===== src/rtl/smooth_decim_pkg.sv =====
// Package: shared types and helpers for the moving-average / decimator.
// Assumes window sizes and decimation factors are powers of two up to 4.
package smooth_decim_pkg;

    // Operating mode captured at reset.
    typedef enum logic {
        MODE_SMOOTH = 1'b0,
        MODE_DECIM  = 1'b1
    } op_mode_e;

    // Largest supported window / factor and its log2.
    localparam int MAX_WIN     = 4;
    localparam int WIN_SHIFT_W = 2;

    // Map the 3-bit size code to a log2 shift; illegal codes act as size 1.
    function automatic logic [WIN_SHIFT_W-1:0] size_to_shift(input logic [2:0] code);
        logic [WIN_SHIFT_W-1:0] sh;
        case (code)
            3'd2:    sh = 2'd1;
            3'd4:    sh = 2'd2;
            default: sh = 2'd0;
        endcase
        return sh;
    endfunction

endpackage


===== src/rtl/smooth_decim_cfg.sv =====
// Module: configuration capture.
// Captures mode and size while reset is held low. Holds both values
// unchanged while running. Assumes a synchronous active-low reset.
module smooth_decim_cfg
    import smooth_decim_pkg::*;
(
    input  logic                   clk,
    input  logic                   rst_n,
    input  logic                   mode_sel,
    input  logic [2:0]             size_sel,
    output op_mode_e               cfg_mode,
    output logic [WIN_SHIFT_W-1:0] cfg_shift
);

    // Capture configuration on every edge with reset asserted.
    always_ff @(posedge clk) begin
        if (!rst_n) begin
            cfg_mode  <= op_mode_e'(mode_sel);
            cfg_shift <= size_to_shift(size_sel);
        end
    end

endmodule


===== src/rtl/smooth_decim_hist.sv =====
// Module: sample history and window mean.
// Keeps the MAX_WIN most recent past samples, zeroed at reset. Forms the
// prefix sums of the taps and divides the selected sum by a right shift.
// Assumes the window length is 1 << shift and never exceeds MAX_WIN.
module smooth_decim_hist #(
    parameter int DATA_W  = 8,
    parameter int MAX_WIN = 4,
    parameter int SHIFT_W = 2
) (
    input  logic               clk,
    input  logic               rst_n,
    input  logic [DATA_W-1:0]  sample_in,
    input  logic [SHIFT_W-1:0] shift,
    output logic [DATA_W-1:0]  mean
);

    localparam int SUM_W = DATA_W + $clog2(MAX_WIN);

    logic [DATA_W-1:0] tap_q [MAX_WIN];
    logic [SUM_W-1:0]  psum  [MAX_WIN];
    logic [SUM_W-1:0]  win_sum;
    logic [SUM_W-1:0]  quot;

    // Shift the newest sample into the delay line; clear it on reset.
    always_ff @(posedge clk) begin
        if (!rst_n) begin
            for (int i = 0; i < MAX_WIN; i++) tap_q[i] <= '0;
        end else begin
            tap_q[0] <= sample_in;
            for (int i = 1; i < MAX_WIN; i++) tap_q[i] <= tap_q[i-1];
        end
    end

    // Running prefix sums, one adder per tap.
    genvar g;
    generate
        for (g = 0; g < MAX_WIN; g++) begin : g_psum
            if (g == 0) begin : g_first
                assign psum[g] = {{(SUM_W-DATA_W){1'b0}}, tap_q[g]};
            end else begin : g_rest
                assign psum[g] = psum[g-1] + {{(SUM_W-DATA_W){1'b0}}, tap_q[g]};
            end
        end
    endgenerate

    // Pick the prefix sum that covers the active window.
    always_comb begin
        int last;
        last = (1 << shift) - 1;
        if (last > MAX_WIN - 1) last = MAX_WIN - 1;
        win_sum = psum[last];
    end

    // Divide by the window length with a truncating shift.
    assign quot = win_sum >> shift;
    assign mean = quot[DATA_W-1:0];

endmodule


===== src/rtl/smooth_decim_phase.sv =====
// Module: decimation phase counter.
// Counts 0 .. (1 << shift) - 1 and wraps. Flags phase 0 as a keep cycle.
// Assumes it restarts at phase 0 on reset, so the first sample is kept.
module smooth_decim_phase #(
    parameter int CNT_W   = 2,
    parameter int SHIFT_W = 2
) (
    input  logic               clk,
    input  logic               rst_n,
    input  logic [SHIFT_W-1:0] shift,
    output logic               keep
);

    logic [CNT_W-1:0] phase_q;
    logic [CNT_W:0]   last_w;

    // Final phase index of one group.
    assign last_w = ({{CNT_W{1'b0}}, 1'b1} << shift) - 1'b1;

    // Advance the phase and wrap at the end of each group.
    always_ff @(posedge clk) begin
        if (!rst_n) begin
            phase_q <= '0;
        end else if ({1'b0, phase_q} == last_w) begin
            phase_q <= '0;
        end else begin
            phase_q <= phase_q + 1'b1;
        end
    end

    // A sample is kept on phase zero.
    assign keep = (phase_q == '0);

endmodule


===== src/rtl/smooth_decim.sv =====
// Module: selectable moving-average / decimator top.
// One input sample per clock. The mode and size are captured while rst_n
// is low. A single output register is shared by both modes.
// Assumes unsigned samples and a synchronous active-low reset.
module smooth_decim
    import smooth_decim_pkg::*;
#(
    parameter int DATA_W = 8
) (
    input  logic              clk,
    input  logic              rst_n,
    input  logic [DATA_W-1:0] sample_in,
    input  logic              mode_sel,
    input  logic [2:0]        size_sel,
    output logic [DATA_W-1:0] sample_out,
    output logic              out_valid
);

    op_mode_e               cfg_mode;
    logic [WIN_SHIFT_W-1:0] cfg_shift;
    logic [DATA_W-1:0]      mean;
    logic                   keep;

    smooth_decim_cfg u_cfg (
        .clk       (clk),
        .rst_n     (rst_n),
        .mode_sel  (mode_sel),
        .size_sel  (size_sel),
        .cfg_mode  (cfg_mode),
        .cfg_shift (cfg_shift)
    );

    smooth_decim_hist #(
        .DATA_W  (DATA_W),
        .MAX_WIN (MAX_WIN),
        .SHIFT_W (WIN_SHIFT_W)
    ) u_hist (
        .clk       (clk),
        .rst_n     (rst_n),
        .sample_in (sample_in),
        .shift     (cfg_shift),
        .mean      (mean)
    );

    smooth_decim_phase #(
        .CNT_W   (WIN_SHIFT_W),
        .SHIFT_W (WIN_SHIFT_W)
    ) u_phase (
        .clk   (clk),
        .rst_n (rst_n),
        .shift (cfg_shift),
        .keep  (keep)
    );

    // Shared output register: the mean in smoothing mode, kept samples in decimation.
    always_ff @(posedge clk) begin
        if (!rst_n) begin
            sample_out <= '0;
            out_valid  <= 1'b0;
        end else if (cfg_mode == MODE_SMOOTH) begin
            sample_out <= mean;
            out_valid  <= 1'b1;
        end else if (keep) begin
            sample_out <= sample_in;
            out_valid  <= 1'b1;
        end else begin
            out_valid  <= 1'b0;
        end
    end

endmodule


===== config.mk =====
export PLATFORM = sky130hd
export DESIGN_NAME = smooth_decim
export DESIGN_NICKNAME = d
export VERILOG_FILES = /design/src/rtl/smooth_decim_pkg.sv /design/src/rtl/smooth_decim_cfg.sv /design/src/rtl/smooth_decim_hist.sv /design/src/rtl/smooth_decim_phase.sv /design/src/rtl/smooth_decim.sv
export SDC_FILE = /design/constraint.sdc
export NUM_CORES = 1
export LEC_CHECK = 0
export BUFFER_PORTS_ARGS = -buffer_cell sky130_fd_sc_hd__buf_2
export CORE_MARGIN = 2
export CORE_UTILIZATION = 45
export DETAILED_ROUTE_END_ITERATION = 7
export GPL_TIMING_DRIVEN = 0
export PLACE_DENSITY_LB_ADDON = 0.1
export SETUP_SLACK_MARGIN = 0.1
export SLEW_MARGIN = 25
export SYNTH_ARGS = -nofsm -noshare
export SYNTH_HDL_FRONTEND = slang
export SYNTH_SLANG_ARGS = --single-unit
export TNS_END_PERCENT = 5

===== constraint.sdc =====
create_clock -name clk -period 5 [get_ports clk]
set_clock_uncertainty 0.1 [all_clocks]
set_input_delay 1.25 -clock clk [delete_from_list [all_inputs] [get_ports clk]]
set_output_delay 1.25 -clock clk [all_outputs]
set_load 0.1 [all_outputs]

Word-level counts from Yosys, hierarchy flattened
Memory sizes are Yosys's and may differ from the RTL's. Index checks and enable logic that the tools add are counted. W data, S select, Z words.

Register bits: 14. RAM bits: 32. Memories kept: 1.

Equal/unequal tests: 4. Reduce and logical (&&, ||, !) cells: 2. $lt $le $gt $ge: 2. Bitwise logic cells: 6. Muxes and demuxes: 15. Add/subtract/negate cells: 6. Shift operators: 3.

Memory list: u_hist.tap_q (depth 4, width 8, rd ports 4, clocked after memory_dff 0, wr ports 4, RTL line smooth_decim_hist.sv:19) `logic [DATA_W-1:0] tap_q [MAX_WIN];`.

Operators by type and width (count): $mux W8 (6); $ge A32 B3 Y1 const B (1); $gt A32 B3 Y1 const B (1); $mux W32 (1); $not A32 Y32 (1); $shl A1 B2 Y32 const A (1); $sub A32 B2 Y32 const B (1); $add A10 B8 Y10 (2); $bmux W10 S2 (1); $mux W10 (2); $shr A10 B2 Y8 (1); $add A8 B8 Y9 (1); $mux W1 (4); $or A1 B1 Y1 (4); $pmux W2 S2 (1); $eq A2 B3 Y1 (1); $eq A3 B2 Y1 const B (1); $eq A3 B3 Y1 const B (1); $shl A1 B2 Y3 const A (1); $sub A3 B1 Y3 const B (1); $add A2 B1 Y2 const B (1); $logic_not A2 Y1 (1); $ne A2 B2 Y1 const B (1); $reduce_or A2 Y1 (1); $not A1 Y1 (1).

Depth between registers and ports, before layout
Depth after elaboration: 10. Depth in mapped cells: 18.

Modules after synthesis
A second synthesis with hierarchy kept.

Cell total of the unflattened synthesis: 266. Area total of the unflattened synthesis: 2647.5 um^2.

By module, submodules not included: smooth_decim_hist (seq. area each 640.6 um^2, cells an instance 212, area each 2050.7 um^2, times used 1); smooth_decim (seq. area each 180.2 um^2, cells an instance 37, area each 377.9 um^2, times used 1); smooth_decim_phase (seq. area each 40.0 um^2, cells an instance 11, area each 110.1 um^2, times used 1); smooth_decim_cfg (seq. area each 90.1 um^2, cells an instance 6, area each 108.9 um^2, times used 1).

Least setup slack after synthesis
Ideal clock, no wire load.

Path type: reg2reg. From: memory u_hist.tap_q[1][0]. To: register sample_out[5]. Setup slack: 0.759 ns. Library setup time: 0.115 ns. Clock period less this slack: 4.241 ns. Cell stages (with the launch flop): 19. Data arrival time: 4.026 ns. Cell sequence: dfxtp_1 -> ha_1 -> fa_1 -> a21o_1 -> a21oi_1 -> xnor2_1 -> ha_1 -> o211ai_1 -> a21oi_1 -> a211oi_1 -> xnor2_1 -> ha_1 -> or2_0 -> a221oi_1 -> o21bai_1 -> xnor2_1 -> xnor2_1 -> mux4_1 -> o21a_1.

RTL lines: from (decl) (RTL line smooth_decim_hist.sv:19); to (signal assigned) (RTL line smooth_decim.sv:61) `sample_out <= mean;`; to (signal assigned) (RTL line smooth_decim.sv:64) `sample_out <= sample_in;`; to (decl) (RTL line smooth_decim.sv:15) `output logic [DATA_W-1:0] sample_out,`.

==> flow_results.xml <==
<?xml version="1.0" encoding="UTF-8"?>
<metrics>
  <group name="run_status">
    <metric name="status" unit="">finished clean</metric>
  </group>
  <group name="global_route">
    <metric name="grt_pass1_vias" unit="">1908</metric>
    <metric name="grt_antenna_before_repair" unit="">0</metric>
    <metric name="grt_start_max_net_pins" unit="">16</metric>
    <metric name="overflow" unit="">0</metric>
    <metric name="groute.usage.overall" unit="%">18.9</metric>
    <metric name="grt_first_pass_wirelength" unit="mm">9.32</metric>
  </group>
  <group name="placed_design">
    <metric name="place.detailed.instances" unit="">363</metric>
    <metric name="place.detailed.hpwl" unit="mm">4.37</metric>
    <metric name="port_buffers" unit="">22</metric>
    <metric name="placed_area" unit="µm²">2870</metric>
    <metric name="preCtsSetupSlack" unit="ns">0.154</metric>
    <metric name="gpl.final_weighted_congestion" unit="">0.787</metric>
  </group>
  <group name="synthesis">
    <metric name="synthArstFlopShare" unit="%">0</metric>
    <metric name="synth_seq_area_share" unit="%">35.6</metric>
    <metric name="synth_top_area_share" unit="%">32.2</metric>
    <metric name="ys_seq_elements" unit="">46</metric>
    <metric name="ys_top_cells_by_area" unit="">sky130_fd_sc_hd__dfxtp_1 32%, sky130_fd_sc_hd__ha_1 13%, sky130_fd_sc_hd__and2_1 7.3%</metric>
    <metric name="yosysMostFrequentCell" unit="">sky130_fd_sc_hd__dfxtp_1</metric>
    <metric name="synth_warnings" unit="">0</metric>
    <metric name="synth_common_cells" unit="">43 x sky130_fd_sc_hd__dfxtp_1, 31 x sky130_fd_sc_hd__and2_1, 27 x sky130_fd_sc_hd__ha_1, 17 x sky130_fd_sc_hd__a21oi_1, 13 x sky130_fd_sc_hd__xnor2_1</metric>
    <metric name="syn-instance-count" unit="">266</metric>
    <metric name="synth-edff-count" unit="">3</metric>
    <metric name="count_of_distinct_cell_types_in_the_synthesized_netlist" unit="">40</metric>
    <metric name="synth_top_cell_by_area" unit="">sky130_fd_sc_hd__dfxtp_1</metric>
    <metric name="synth_nets" unit="">310</metric>
    <metric name="postSynthAreaPerCell" unit="µm²">10.0</metric>
    <metric name="synth_top_flop_cell" unit="">sky130_fd_sc_hd__dfxtp_1</metric>
    <metric name="synth_area" unit="µm²">2670</metric>
  </group>
  <group name="clocking">
    <metric name="clkSinkCount" unit="">46</metric>
    <metric name="cts-hold-fix-buffers" unit="">0</metric>
    <metric name="cts_tree" unit="">yes</metric>
    <metric name="clockBufferDepth" unit="">2</metric>
    <metric name="clkSlewWorstSetupHoldPaths" unit="ns">0.10</metric>
    <metric name="root_buffer" unit="">sky130_fd_sc_hd__clkbuf_8</metric>
    <metric name="tritoncts.num_buffers" unit="">5</metric>
    <metric name="worst_skew_pair.late_latency" unit="ns">0.30</metric>
    <metric name="cts_htree_levels" unit="">2</metric>
  </group>
  <group name="worst_setup_path">
    <metric name="critPathTopFamily" unit="">compound AO/OA/AOI/OAI gates</metric>
    <metric name="cp_data_required_time" unit="ns">5.11</metric>
    <metric name="crit_path_max_incr_delay" unit="ns">0.53</metric>
    <metric name="path_depth" unit="">17</metric>
    <metric name="timing.critical_path.slowest_stage_cell" unit="">sky130_fd_sc_hd__mux4_1</metric>
    <metric name="crit-reg2reg-capture" unit="">sample_out[5]</metric>
    <metric name="worst-r2r-setup-slack" unit="ns">0.38</metric>
    <metric name="worstPathBufferInverterCount" unit="">0</metric>
    <metric name="cp_startpoint_kind" unit="">flip-flop</metric>
    <metric name="worst_ep_arrival_time" unit="ns">4.73</metric>
    <metric name="rr_worst_depth" unit="">17</metric>
    <metric name="r2r-start" unit="">u_hist.tap_q[0][0]</metric>
    <metric name="cp_cell_sequence" unit="">ha_1 &gt; fa_1 &gt; a21o_1 &gt; a21oi_1 &gt; xnor2_1 &gt; ha_1 &gt; o211ai_1 &gt; o21ai_2 &gt; xor2_1 &gt; ha_1 &gt; and3_1 &gt; a221oi_1 &gt; o21bai_1 &gt; xnor2_1 &gt; xnor2_1 &gt; mux4_1 &gt; o21a_1</metric>
    <metric name="worstPathMaxFanout" unit="">5</metric>
    <metric name="worstSetupEndpointType" unit="">flip-flop</metric>
    <metric name="criticalPathCategory" unit="">flip-flop to flip-flop</metric>
  </group>
  <group name="timing">
    <metric name="hold_viol" unit="">0</metric>
    <metric name="max-slew-margin-rel" unit="%">54.5</metric>
    <metric name="worst_case_setup_margin_in_the_final_layout" unit="ns">0.380</metric>
    <metric name="final_period_minus_worst_setup_slack" unit="ns">4.62</metric>
    <metric name="maxSlewViolCount" unit="">0</metric>
    <metric name="grt_setup_unrepaired" unit="">false</metric>
    <metric name="max_clock_freq" unit="MHz">216</metric>
    <metric name="period_share" unit="%">92.4</metric>
    <metric name="timing_worst_slew_pin_value" unit="ns">0.683</metric>
    <metric name="setup_viol" unit="">0</metric>
    <metric name="setup-tns-final" unit="ns">0</metric>
  </group>
  <group name="floorplanning">
    <metric name="initial_utilization" unit="%">45.9</metric>
    <metric name="chipWidth" unit="µm">81.0</metric>
    <metric name="ioPinCount" unit="">23</metric>
    <metric name="core_area" unit="µm²">5820</metric>
    <metric name="die_height" unit="µm">81.0</metric>
    <metric name="floorplan.rows" unit="">28</metric>
    <metric name="dieArea" unit="µm²">6570</metric>
  </group>
  <group name="worst_hold_path">
    <metric name="timing.hold.worst_path_depth" unit="">1</metric>
    <metric name="timing.hold.worst.class" unit="">flip-flop to flip-flop</metric>
    <metric name="hold_worst_path_end" unit="">u_hist.tap_q[2][5]</metric>
    <metric name="hold_path.startpoint" unit="">u_hist.tap_q[1][5]</metric>
  </group>
  <group name="drt">
    <metric name="dr_total_vias" unit="">1976</metric>
    <metric name="drcViolationCount" unit="">0</metric>
    <metric name="avgViaCountPerCell" unit="">5.30</metric>
    <metric name="ant_nets" unit="">0</metric>
    <metric name="dr.first_iter.drc_count" unit="">97</metric>
    <metric name="routedWlPerCell" unit="µm">14.9</metric>
    <metric name="drt-total-wl" unit="mm">5.57</metric>
    <metric name="drt-pass1-iter-count" unit="">4</metric>
  </group>
  <group name="power_and_ir_drop">
    <metric name="clockPowerShare" unit="%">32.6</metric>
    <metric name="internal_power" unit="mW">0.660</metric>
    <metric name="powerDensity" unit="nW/µm²">319</metric>
    <metric name="vdd_drop_max" unit="V">0.000193</metric>
    <metric name="total_leakage_power" unit="nW">1.44</metric>
    <metric name="portion_of_total_power_attributed_to_combinational_logic" unit="%">25.8</metric>
    <metric name="seqPwrFrac" unit="%">41.6</metric>
    <metric name="switching_share" unit="%">31.8</metric>
    <metric name="netSwitchingPower" unit="mW">0.308</metric>
  </group>
  <group name="final_layout">
    <metric name="final_cells" unit="">373</metric>
    <metric name="final_layout_size_suffix_gt1_share" unit="%">14.4</metric>
    <metric name="number_of_nets_at_the_end_of_the_flow" unit="">341</metric>
    <metric name="areaGrowthSynthToFinish" unit="%">13.6</metric>
    <metric name="fillers" unit="">577</metric>
    <metric name="antenna-diode-count" unit="">0</metric>
    <metric name="finish.instance_area" unit="µm²">3030</metric>
  </group>
  <group name="flow_run">
    <metric name="drv_cap" unit="">0</metric>
  </group>
</metrics>
## routing by layer
layer,vias to the layer above,GRT usage [%],wire [µm]
met2,27,30.4,2590
met5,-,0,0
li1,1013,-,-
met4,0,5.08,66
met3,7,3.33,147
met1,929,26.2,2760
## state kept, by name, indices dropped and copies added (netlist names)
register         cells
out_valid            1
u_cfg.cfg_shift      2
sample_out           8
u_cfg.cfg_mode       1
u_phase.phase_q      2
u_hist.tap_q        32
## cells by family after synthesis
family,count (synthesis),synth area share (%)
compound gates,62,16.5
xor+xnor,22,7.22
fa+ha+maj,30,14.9
buf+inv,21,2.95
flops,46,35.6
mux,17,8.90
simple gates,68,13.9
## power by group through the flow
stage	clock, mW	sequential [mW]	combinational, mW
after floorplan	0	0.468	0.138
after global placement	0	0.411	0.246
after detailed placement	0	0.411	0.248
after CTS	0.324	0.403	0.249
after global routing	0.342	0.405	0.274
final	0.316	0.402	0.250
## worst max-delay path by stage
| stage | startpoint | endpoint | slack (ns) |
|---|---|---|---|
| CTS | u_hist.tap_q[1][0] | sample_out[5] | 0.14 |
| floorplan | u_hist.tap_q[1][0] | sample_out[5] | 0.76 |
| finish | u_hist.tap_q[0][0] | sample_out[5] | 0.38 |
| global route | u_hist.tap_q[0][0] | sample_out[5] | 0.11 |
| detailed placement | u_hist.tap_q[1][0] | sample_out[5] | 0.15 |
| global placement | u_hist.tap_q[0][0] | sample_out[5] | 0.18 |
## what timing repair did
item | in CTS | in global routing
setup endpoints to repair | 0 | 2
gates resized for setup | 0 | 4
buffers inserted | 0 | 2
## worst reg2reg max path, delay by kind of cell, from the launching register on
kind | cells | cell delay (ns)
AND/OR/NAND/NOR | 1 | 0.21
flip-flops | 1 | 0.34
XOR/XNOR | 4 | 0.60
multiplexers | 1 | 0.53
AO/OA/AOI/OAI | 7 | 1.46
adder cells (fa/ha/maj) | 4 | 1.28
## placed cells by master, fill, tap and decap left out, drive strengths merged, types with 3 or more instances in the layout
master,synthesis,layout
dfxtp,43,43
and2,31,31
ha,27,27
buf,0,24
a21oi,18,18
clkbuf,10,16
xnor2,13,13
nor2,11,11
inv,11,11
mux2i,11,11
nand2,10,10
xor2,9,9
a21o,9,9
a211oi,7,7
nand3,5,5
a221oi,5,5
mux4,5,5
o21ai,5,5
o211ai,4,4
o21a,3,3
a31oi,3,3
fa,3,3
edfxtp,3,3
## metrics by stage
step                util, %  hold WS (ns)  total power [mW]
floorplan                 -         0.341             0.606
global placement       49.4         0.357             0.657
detailed placement     49.4         0.355             0.659
CTS                    51.7         0.377             0.976
global route           52.2         0.393              1.02
finish                 52.2         0.373             0.968
## layout make-up
type / count / area, µm² / share of cell area (%)
Multi-Input combinational cell: 199 / 1650 / 54.5
Clock inverter: 2 / 38.8 / 1.28
Clock buffer: 6 / 93.8 / 3.09
Buffer: 10 / 37.5 / 1.24
Tap cell: 75 / 93.8 / 3.09
Sequential cell: 46 / 951 / 31.3
Timing Repair Buffer: 24 / 125 / 4.12
Inverter: 11 / 41.3 / 1.36
Note: power is estimated with default switching activity, not from simulation.
